===== src/rtl/efilt_pkg.sv =====
`timescale 1ns/1ps
package efilt_pkg;
  localparam int LEVEL_W  = 3;
  localparam int REASON_W = 2;

  typedef enum logic [LEVEL_W-1:0] {
    LVL_NONE   = 3'd0,
    LVL_DIRECT = 3'd1,
    LVL_BCAST  = 3'd2,
    LVL_MCAST  = 3'd3,
    LVL_ALLMC  = 3'd4,
    LVL_ALL    = 3'd5
  } level_e;

  typedef enum logic [REASON_W-1:0] {
    RSN_UCAST   = 2'd0,
    RSN_BCAST   = 2'd1,
    RSN_MCAST   = 2'd2,
    RSN_PROMISC = 2'd3
  } reason_e;

  // true when a level is at or above a rung of the ladder
  function automatic logic level_at_least(input logic [LEVEL_W-1:0] lvl,
                                          input level_e rung);
    return lvl >= LEVEL_W'(rung);
  endfunction
endpackage


===== src/rtl/efilt_classify.sv =====
`timescale 1ns/1ps
module efilt_classify
  import efilt_pkg::*;
#(
  parameter int ADDR_W = 48,
  parameter int HASH_W = 6
) (
  input  logic [ADDR_W-1:0] da_i,
  input  logic [ADDR_W-1:0] station_i,
  output reason_e           cls_o,
  output logic              uc_hit_o,
  output logic [HASH_W-1:0] hash_idx_o
);
  localparam int NGRP      = ADDR_W / HASH_W;
  localparam int GROUP_BIT = ADDR_W - 8;

  // XOR of consecutive slices, starting at the top of the first octet
  function automatic logic [HASH_W-1:0] fold_addr(input logic [ADDR_W-1:0] a);
    logic [HASH_W-1:0] acc;
    acc = '0;
    for (int g = 0; g < NGRP; g++) begin
      acc ^= a[ADDR_W-1-g*HASH_W -: HASH_W];
    end
    return acc;
  endfunction

  logic is_bcast_w;
  logic is_mcast_w;

  assign is_bcast_w = &da_i;
  assign is_mcast_w = da_i[GROUP_BIT] & ~is_bcast_w;
  assign uc_hit_o   = (da_i == station_i);
  assign hash_idx_o = fold_addr(da_i);

  always_comb begin
    if (is_bcast_w)      cls_o = RSN_BCAST;
    else if (is_mcast_w) cls_o = RSN_MCAST;
    else                 cls_o = RSN_UCAST;
  end
endmodule


===== src/rtl/efilt_hash_lookup.sv =====
`timescale 1ns/1ps
module efilt_hash_lookup #(
  parameter int WORD_W = 32,
  parameter int HASH_W = 6
) (
  input  logic [WORD_W-1:0] word_lo_i,
  input  logic [WORD_W-1:0] word_hi_i,
  input  logic [HASH_W-1:0] idx_i,
  input  logic              all_ones_i,
  output logic              hit_o
);
  localparam int TBL_W = 2 * WORD_W;

  logic [TBL_W-1:0] raw_tbl;
  logic [TBL_W-1:0] eff_tbl;

  // upper word sits above the lower one, so index bit 5 picks the word
  assign raw_tbl = {word_hi_i, word_lo_i};

  genvar b;
  generate
    for (b = 0; b < TBL_W; b++) begin : g_bit
      assign eff_tbl[b] = raw_tbl[b] | all_ones_i;
    end
  endgenerate

  assign hit_o = eff_tbl[idx_i];
endmodule


===== src/rtl/efilt_decide.sv =====
`timescale 1ns/1ps
module efilt_decide
  import efilt_pkg::*;
(
  input  logic [LEVEL_W-1:0] level_i,
  input  reason_e            cls_i,
  input  logic               uc_hit_i,
  input  logic               hash_hit_i,
  output logic               accept_o,
  output reason_e            reason_o
);
  logic promisc_w;
  logic class_ok_w;

  assign promisc_w = level_at_least(level_i, LVL_ALL);

  always_comb begin
    unique case (cls_i)
      RSN_BCAST: class_ok_w = level_at_least(level_i, LVL_BCAST);
      RSN_MCAST: class_ok_w = level_at_least(level_i, LVL_MCAST) & hash_hit_i;
      default:   class_ok_w = level_at_least(level_i, LVL_DIRECT) & uc_hit_i;
    endcase
  end

  assign accept_o = promisc_w | class_ok_w;
  assign reason_o = promisc_w ? RSN_PROMISC : cls_i;
endmodule


===== src/rtl/eth_rx_addr_filter.sv =====
`timescale 1ns/1ps
module eth_rx_addr_filter
  import efilt_pkg::*;
#(
  parameter int ADDR_W = 48,
  parameter int WORD_W = 32,
  parameter int HASH_W = 6
) (
  input  logic                clk,
  input  logic                rst_n,
  input  logic                da_valid_i,
  input  logic [ADDR_W-1:0]   da_i,
  input  logic [ADDR_W-1:0]   station_addr_i,
  input  logic [WORD_W-1:0]   mc_hash_lo_i,
  input  logic [WORD_W-1:0]   mc_hash_hi_i,
  input  logic [LEVEL_W-1:0]  filt_level_i,
  output logic                dec_valid_o,
  output logic                accept_o,
  output logic [REASON_W-1:0] reason_o
);
  // named internal events, used by the assertions below
  reason_e           cls_w;
  logic              uc_hit_w;
  logic [HASH_W-1:0] hash_idx_w;
  logic              all_mc_w;
  logic              hash_hit_w;
  logic              acc_next_w;
  reason_e           rsn_next_w;

  efilt_classify #(.ADDR_W(ADDR_W), .HASH_W(HASH_W)) u_classify (
    .da_i       (da_i),
    .station_i  (station_addr_i),
    .cls_o      (cls_w),
    .uc_hit_o   (uc_hit_w),
    .hash_idx_o (hash_idx_w)
  );

  assign all_mc_w = level_at_least(filt_level_i, LVL_ALLMC);

  efilt_hash_lookup #(.WORD_W(WORD_W), .HASH_W(HASH_W)) u_lookup (
    .word_lo_i  (mc_hash_lo_i),
    .word_hi_i  (mc_hash_hi_i),
    .idx_i      (hash_idx_w),
    .all_ones_i (all_mc_w),
    .hit_o      (hash_hit_w)
  );

  efilt_decide u_decide (
    .level_i    (filt_level_i),
    .cls_i      (cls_w),
    .uc_hit_i   (uc_hit_w),
    .hash_hit_i (hash_hit_w),
    .accept_o   (acc_next_w),
    .reason_o   (rsn_next_w)
  );

  // single output stage: configuration is sampled with the strobe
  always_ff @(posedge clk or negedge rst_n) begin
    if (!rst_n) begin
      dec_valid_o <= 1'b0;
      accept_o    <= 1'b0;
      reason_o    <= '0;
    end else begin
      dec_valid_o <= da_valid_i;
      if (da_valid_i) begin
        accept_o <= acc_next_w;
        reason_o <= rsn_next_w;
      end
    end
  end

  assert_valid_follows_R2: assert property (@(posedge clk) disable iff (!rst_n)
    da_valid_i |=> dec_valid_o);
  assert_no_spurious_valid_R2: assert property (@(posedge clk) disable iff (!rst_n)
    !da_valid_i |=> !dec_valid_o);
  assert_hold_between_R2: assert property (@(posedge clk) disable iff (!rst_n)
    !da_valid_i |=> ($stable(accept_o) && $stable(reason_o)));
  assert_none_rejects_R3: assert property (@(posedge clk) disable iff (!rst_n)
    (da_valid_i && filt_level_i == LEVEL_W'(LVL_NONE)) |=> !accept_o);
  assert_bcast_low_level_R5: assert property (@(posedge clk) disable iff (!rst_n)
    (da_valid_i && cls_w == RSN_BCAST && filt_level_i < LEVEL_W'(LVL_BCAST))
      |=> (!accept_o && reason_o == REASON_W'(RSN_BCAST)));
  assert_allmc_keeps_R9: assert property (@(posedge clk) disable iff (!rst_n)
    (da_valid_i && cls_w == RSN_MCAST && filt_level_i == LEVEL_W'(LVL_ALLMC))
      |=> accept_o);
  assert_promisc_R10: assert property (@(posedge clk) disable iff (!rst_n)
    (da_valid_i && filt_level_i >= LEVEL_W'(LVL_ALL))
      |=> (accept_o && reason_o == REASON_W'(RSN_PROMISC)));
endmodule


===== config.mk =====
export PLATFORM = sky130hd
export DESIGN_NAME = eth_rx_addr_filter
export DESIGN_NICKNAME = d
export VERILOG_FILES = /design/src/rtl/efilt_pkg.sv /design/src/rtl/efilt_classify.sv /design/src/rtl/efilt_hash_lookup.sv /design/src/rtl/efilt_decide.sv /design/src/rtl/eth_rx_addr_filter.sv
export SDC_FILE = /design/constraint.sdc
export NUM_CORES = 1
export LEC_CHECK = 0
export BUFFER_PORTS_ARGS = -buffer_cell sky130_fd_sc_hd__buf_4
export CAP_MARGIN = 20
export CORE_MARGIN = 1
export CORE_UTILIZATION = 41
export CTS_CLUSTER_DIAMETER = 120
export CTS_CLUSTER_SIZE = 28
export DETAILED_ROUTE_END_ITERATION = 10
export PLACE_DENSITY_LB_ADDON = 0.2
export SLEW_MARGIN = 40
export SYNTH_ARGS = -nofsm -noshare
export SYNTH_HDL_FRONTEND = slang
export SYNTH_SLANG_ARGS = --single-unit

===== constraint.sdc =====
create_clock -name clk -period 2.92 [get_ports clk]
set_input_delay 0.146 -clock clk [delete_from_list [all_inputs] [get_ports clk]]
set_output_delay 0.146 -clock clk [all_outputs]
set_load 0.02 [all_outputs]

==> flow_metrics.env, run 1 <==
export IMPL_outcome="finished, final reports clean"
export IMPL_hpwl_mm=6.283
export IMPL_syn_nets=366
export IMPL_drcViolationCount=0
export IMPL_finalSetupTns_ns=0
export IMPL_fmax_ghz=0.4058
export IMPL_num_rows=23
export IMPL_setup_violations=0
export IMPL_critPathKind="in -> reg"
export IMPL_grt_overflow_total=0
export IMPL_finalMaxSlewViolations=0
export IMPL_wl_per_cell_um=16.52
export IMPL_grt_pass1_vias=2283
export IMPL_clk_path_buf_depth=2
export IMPL_synth_seq_area_share=0.05556
export IMPL_seq_power_share=0.061
export IMPL_synth_top_area_frac=0.2722
export IMPL_leakage_nw=1.472
export IMPL_synth_area_leader_cell="xnor2_1"
export IMPL_switching_share=0.3842
export IMPL_p_per_area_mw_per_mm2=334.3
export IMPL_final_setup_worst_slack_ns=0.4556
export IMPL_period_needed_ns=2.464
export IMPL_place_area_mm2=0.003157
export IMPL_cts_tree="done"
export IMPL_h_tree_depth=1
export IMPL_cts_sinks=4
export IMPL_fin_skew_ns=0
export IMPL_grt_pass1_wl_mm=10.28
export IMPL_finalHoldViolations=0
export IMPL_synth_area_mm2=0.001802
export IMPL_cp_arrival_ns=2.57
export IMPL_ys_flop_type="dfrtp_1"
export IMPL_grt_max_degree=13
export IMPL_vias=2323
export IMPL_power_switching_mw=0.4120
export IMPL_area_growth_pct=78.06
export IMPL_insertion_delay_ns=0.22
export IMPL_ant_nets=0
export IMPL_fin_crit_sh=0.8440
export IMPL_gr_usage_all_layers=0.2991
export IMPL_path_max_fanout=8
export IMPL_synth_edff_count=0
export IMPL_crit_path_end_kind="flip-flop"
export IMPL_dpl_worst_slack_ns=0.2317
export IMPL_dieHeight_um=68.29
export IMPL_clkTransAtPathRegs_ns=0.03
export IMPL_critPathLaunchType="input port"
export IMPL_hold_class="in -> reg"
export IMPL_rsz0062_at_grt="no"
export IMPL_internal_power_mw=0.6603
export IMPL_antenna_found_initial=0
export IMPL_syn_area_per_cell_um2=9.009
export IMPL_drt_iter0_markers=108
export IMPL_synth_seq_cells=4
export IMPL_die_area_mm2=0.004664
export IMPL_maxCapViolations=0
export IMPL_async_flop_share=1.000
export IMPL_numCtsBuffers=3
export IMPL_ir_drop_mv=0.1418
export IMPL_place_congestion=0.8947
export IMPL_clockRootBuffer="clkbuf_8"
export IMPL_num_antenna_cells=0
export IMPL_power_frac_clock=0.109
export IMPL_yosys_warnings=0
export IMPL_drt_pass1_iterations=4
export IMPL_start_util=0.4378
export IMPL_design_area_mm2=0.003208
export IMPL_timing_slew_headroom=0.7034
export IMPL_boundaryPins=170
export IMPL_viasPerCell=5.479
export IMPL_nets=542
export IMPL_worst_pin_slew_ns=0.4337
export IMPL_design_core_area_mm2=0.004115
export IMPL_die_w_um=68.29
export IMPL_yosys_cell_types_count=36
export IMPL_synthCells=200
export IMPL_drt_total_wl_mm=7.006
export IMPL_io_buffers=169
export IMPL_combPwrFrac=0.830
export IMPL_netlist_top_cells_area="xnor2_1 27%, mux4_1 12%, xor2_1 12%"
export IMPL_drive_above_1_share=0.4973
export IMPL_required_ns=3.02
-- registers in the layout (all words and copies together) (netlist names) --
name / flops
reason_o: 2
accept_o: 1
dec_valid_o: 1
-- power groups by stage --
stage	logic [mW]	registers (mW)	clock network, mW
2_1_floorplan	0.535	0.0744	0
5_1_grt	0.953	0.0660	0.125
3_3_place_gp	0.863	0.0659	0
4_1_cts	0.894	0.0656	0.120
3_5_place_dp	0.891	0.0662	0
6_report	0.890	0.0656	0.117
-- worst max-delay path, stage by stage --
cell and delay, ns:
buf_4 0.13, xnor2_1 0.14, xnor2_1 0.32, xnor2_2 0.19, buf_4 0.23, mux4_1 0.56, nand3_1 0.09, nand2_1 0.05
or4b_1 0.49, a41o_1 0.22
-- logic make-up after synthesis --
family | synth area share
AO/OA/AOI/OAI | 0.08126
XOR/XNOR | 0.4069
buffers and inverters | 0.02639
flip-flops | 0.05556
multiplexers | 0.2521
AND/OR/NAND/NOR | 0.1778
-- cell usage after synthesis (4+ instances only) --
| library cell | instances |
|---|---|
| mux4_1 | 8 |
| dfrtp_1 | 4 |
| inv_1 | 9 |
| xor2_1 | 24 |
| mux4_2 | 5 |
| xnor2_1 | 56 |
| nand4_1 | 19 |
| nor2_1 | 9 |
| nand3_1 | 4 |
| nor4_1 | 8 |
| mux2i_1 | 12 |
-- through the flow --
step | utilization | total power [mW] | instances | hold slack (ns)
floorplan | - | 0.6096 | 200 | -0.1496
global placement | 0.7671 | 0.9293 | 420 | -0.05634
detailed placement | 0.7671 | 0.9571 | 420 | -0.05205
CTS | 0.7796 | 1.080 | 424 | 0.08584
global route | 0.7796 | 1.144 | 424 | 0.08826
finish | 0.7796 | 1.072 | 424 | 0.08928
-- path summary, 6_finish.rpt --
path                                         startpoint                      end  slack (ns)  cells after the start
worst max-delay path                           da_i[18]     accept_o$_DFFE_PN0P_        0.46                     10
worst min register to register  reason_o[0]$_DFFE_PN0P_  reason_o[0]$_DFFE_PN0P_        0.54                      2
max in group asynchronous                         rst_n    dec_valid_o$_DFF_PN0_        2.55                      2
worst max register to register     accept_o$_DFFE_PN0P_     accept_o$_DFFE_PN0P_        1.74                      4
min in group asynchronous                         rst_n     accept_o$_DFFE_PN0P_        0.27                      2
worst min-delay path                         da_valid_i    dec_valid_o$_DFF_PN0_        0.09                      1
-- placed cells by master (no fill, tap or decap), types with 3 or more instances in the layout --
master	n
nand3b_1	3
nor4_1	8
nor3_1	3
mux4_1	8
xnor2_1	55
mux4_2	5
nor2_1	9
mux2i_1	12
a31oi_1	3
inv_1	9
xor2_1	24
nand2_1	3
nand3_1	4
dfrtp_1	4
nand4_1	19
xnor2_2	3
o21ai_0	3
clkbuf_8	3
buf_4	173
-- final cells by class --
class | instances | area, um^2
Clock buffer | 3 | 41.29
Fill cell | 318 | 907.1
Inverter | 9 | 33.78
Sequential cell | 4 | 100.1
Timing Repair Buffer | 174 | 1309
Multi-Input combinational cell | 184 | 1662
Tap cell | 50 | 62.56
-- metal layers --
layer	up-vias	routed length (um)	track usage
met2	122	3815	0.5686
met4	0	192	0.1172
met1	1073	2351	0.3075
met5	-	0	0
li1	1110	-	-
met3	18	646	0.07500
-- timing repair --
action,in CTS,in global routing
resized for setup,0,0
hold buffers,1,0
hold endpoints to repair,4,0
setup buffers,0,0
Note: power is estimated with default switching activity, not from simulation.
==> run 2, diff against run 1 <==
- CORE_UTILIZATION: 41 -> 38
- clock period: 2.92 -> 2.4 ns (I/O delays scaled with it)
==> flow_metrics.env, run 2 (synthesis results as in run 1) <==
export IMPL_crit_path_end_kind="flip-flop"
export IMPL_setup_violations=0
export IMPL_num_rows=24
export IMPL_hpwl_mm=6.417
export IMPL_drive_above_1_share=0.5427
export IMPL_critPathLaunchType="input port"
export IMPL_leakage_nw=1.584
export IMPL_violations="DRC"
export IMPL_boundaryPins=170
export IMPL_outcome="finished with violations"
export IMPL_grt_pass1_vias=2580
export IMPL_cts_tree="done"
export IMPL_drt_iter0_markers=164
export IMPL_critPathKind="in -> reg"
export IMPL_cts_sinks=4
export IMPL_vias=2399
export IMPL_die_area_mm2=0.005020
export IMPL_fin_crit_sh=0.9507
export IMPL_dieHeight_um=70.86
export IMPL_die_w_um=70.86
export IMPL_clk_path_buf_depth=2
export IMPL_nets=566
export IMPL_hold_class="in -> reg"
export IMPL_finalMaxSlewViolations=0
export IMPL_numCtsBuffers=3
export IMPL_design_area_mm2=0.003398
export IMPL_largest_register="reason_o"
export IMPL_grt_pass1_wl_mm=10.96
export IMPL_drt_total_wl_mm=7.172
export IMPL_place_congestion=0.8893
export IMPL_final_setup_worst_slack_ns=0.1184
export IMPL_wl_per_cell_um=15.94
export IMPL_num_antenna_cells=0
export IMPL_largest_register_ffs=2
export IMPL_fin_util=0.7646
export IMPL_design_core_area_mm2=0.004444
export IMPL_fin_skew_ns=0
export IMPL_path_max_fanout=6
export IMPL_grt_overflow_total=0
export IMPL_antenna_found_initial=0
export IMPL_required_ns=2.50
export IMPL_final_cell_mix="195 x buf_4, 53 x xnor2_1, 24 x xor2_1"
export IMPL_p_per_area_mw_per_mm2=408.1
export IMPL_clockRootBuffer="clkbuf_8"
export IMPL_grt_max_degree=11
export IMPL_dpl_worst_slack_ns=-0.2318
export IMPL_cp_arrival_ns=2.38
export IMPL_fmax_ghz=0.4383
export IMPL_drt_pass1_iterations=7
export IMPL_timing_slew_headroom=0.5119
export IMPL_viasPerCell=5.331
export IMPL_area_growth_pct=88.61
export IMPL_h_tree_depth=1
export IMPL_worst_pin_slew_ns=0.7269
export IMPL_ant_nets=0
export IMPL_final_cells=450
export IMPL_finalHoldViolations=0
export IMPL_insertion_delay_ns=0.22
export IMPL_maxCapViolations=0
export IMPL_clkTransAtPathRegs_ns=0.03
export IMPL_place_area_mm2=0.003339
export IMPL_io_buffers=169
export IMPL_final_common_cell="buf_4"
export IMPL_start_util=0.4054
export IMPL_placed_cells=445
export IMPL_top_regs="reason_o x2, accept_o x1, dec_valid_o x1"
export IMPL_period_needed_ns=2.282
export IMPL_ir_drop_mv=0.2143
export IMPL_drcViolationCount=18
export IMPL_gr_usage_all_layers=0.2773
run 2: changes by cell type in the layout (fill, tap and decap cells not counted):
cell / delta
buf_4: +22
xnor2_2: +2
mux4_2: +4
mux4_1: -4
buf_6: +2
xnor2_1: -2
run 2: metrics by stage:
stage / hold slack [ns] / TNS (ns) / power [mW]
floorplan: -0.1756 / 0 / 0.7489
detailed placement: -0.07899 / -0.2318 / 1.218
CTS: 0.06240 / 0 / 1.377
global placement: -0.08019 / -0.1339 / 1.192
finish: 0.06562 / 0 / 1.387
global route: 0.06784 / -0.01311 / 1.474
run 2: metal layers:
layer  vias up  global-route usage  part of all wire
li1       1157                   -                 -
met1      1086              0.2794              0.34
met2       133              0.5598              0.55
met3        23             0.05698             0.081
met4         0             0.08889             0.029
met5         -                   0                 0
run 2: worst max-delay path, cell delays in order:
cell and delay (ns):
buf_4 0.12, xor2_1 0.16, xnor2_1 0.27, xnor2_2 0.16
buf_6 0.15, buf_6 0.13, mux4_1 0.55, mux2_2 0.28
nor3b_1 0.18, a211oi_1 0.06, a41o_1 0.21
run 2: path summary, 6_finish.rpt:
check,from,endpoint,slack (ns),cells past startpoint
setup / recovery,da_i[36],accept_o$_DFFE_PN0P_,0.12,11
hold / removal,da_valid_i,dec_valid_o$_DFF_PN0_,0.07,1
setup reg to reg,accept_o$_DFFE_PN0P_,accept_o$_DFFE_PN0P_,1.18,4
hold reg to reg,reason_o[0]$_DFFE_PN0P_,reason_o[0]$_DFFE_PN0P_,0.54,2
max in group asynchronous,rst_n,reason_o[0]$_DFFE_PN0P_,2.05,2
min in group asynchronous,rst_n,reason_o[1]$_DFFE_PN0P_,0.24,2
run 2: timing repair:
| action | CTS | global route |
|---|---|---|
| hold buffers | 1 | 0 |
| hold endpoints to repair | 4 | 0 |
| setup endpoints to repair | 1 | 1 |
| buffers inserted | 1 | 0 |
| resized for setup | 0 | 4 |
| pin swaps | 1 | 4 |
run 2: report_power, final:
group	switching, mW	leakage [nW]	internal (mW)
Sequential	0.00416	0.0445	0.0759
Clock	0.0343	0.0216	0.107
Combinational	0.478	1.52	0.687
Total	0.517	1.58	0.870
run 2: layout make-up:
type,count,area [um^2]
Fill cell,377,1046
Tap cell,52,65.06
Timing Repair Buffer,198,1496
Inverter,9,33.78
Multi-Input combinational cell,184,1662
Clock buffer,3,41.29
Sequential cell,4,100.1
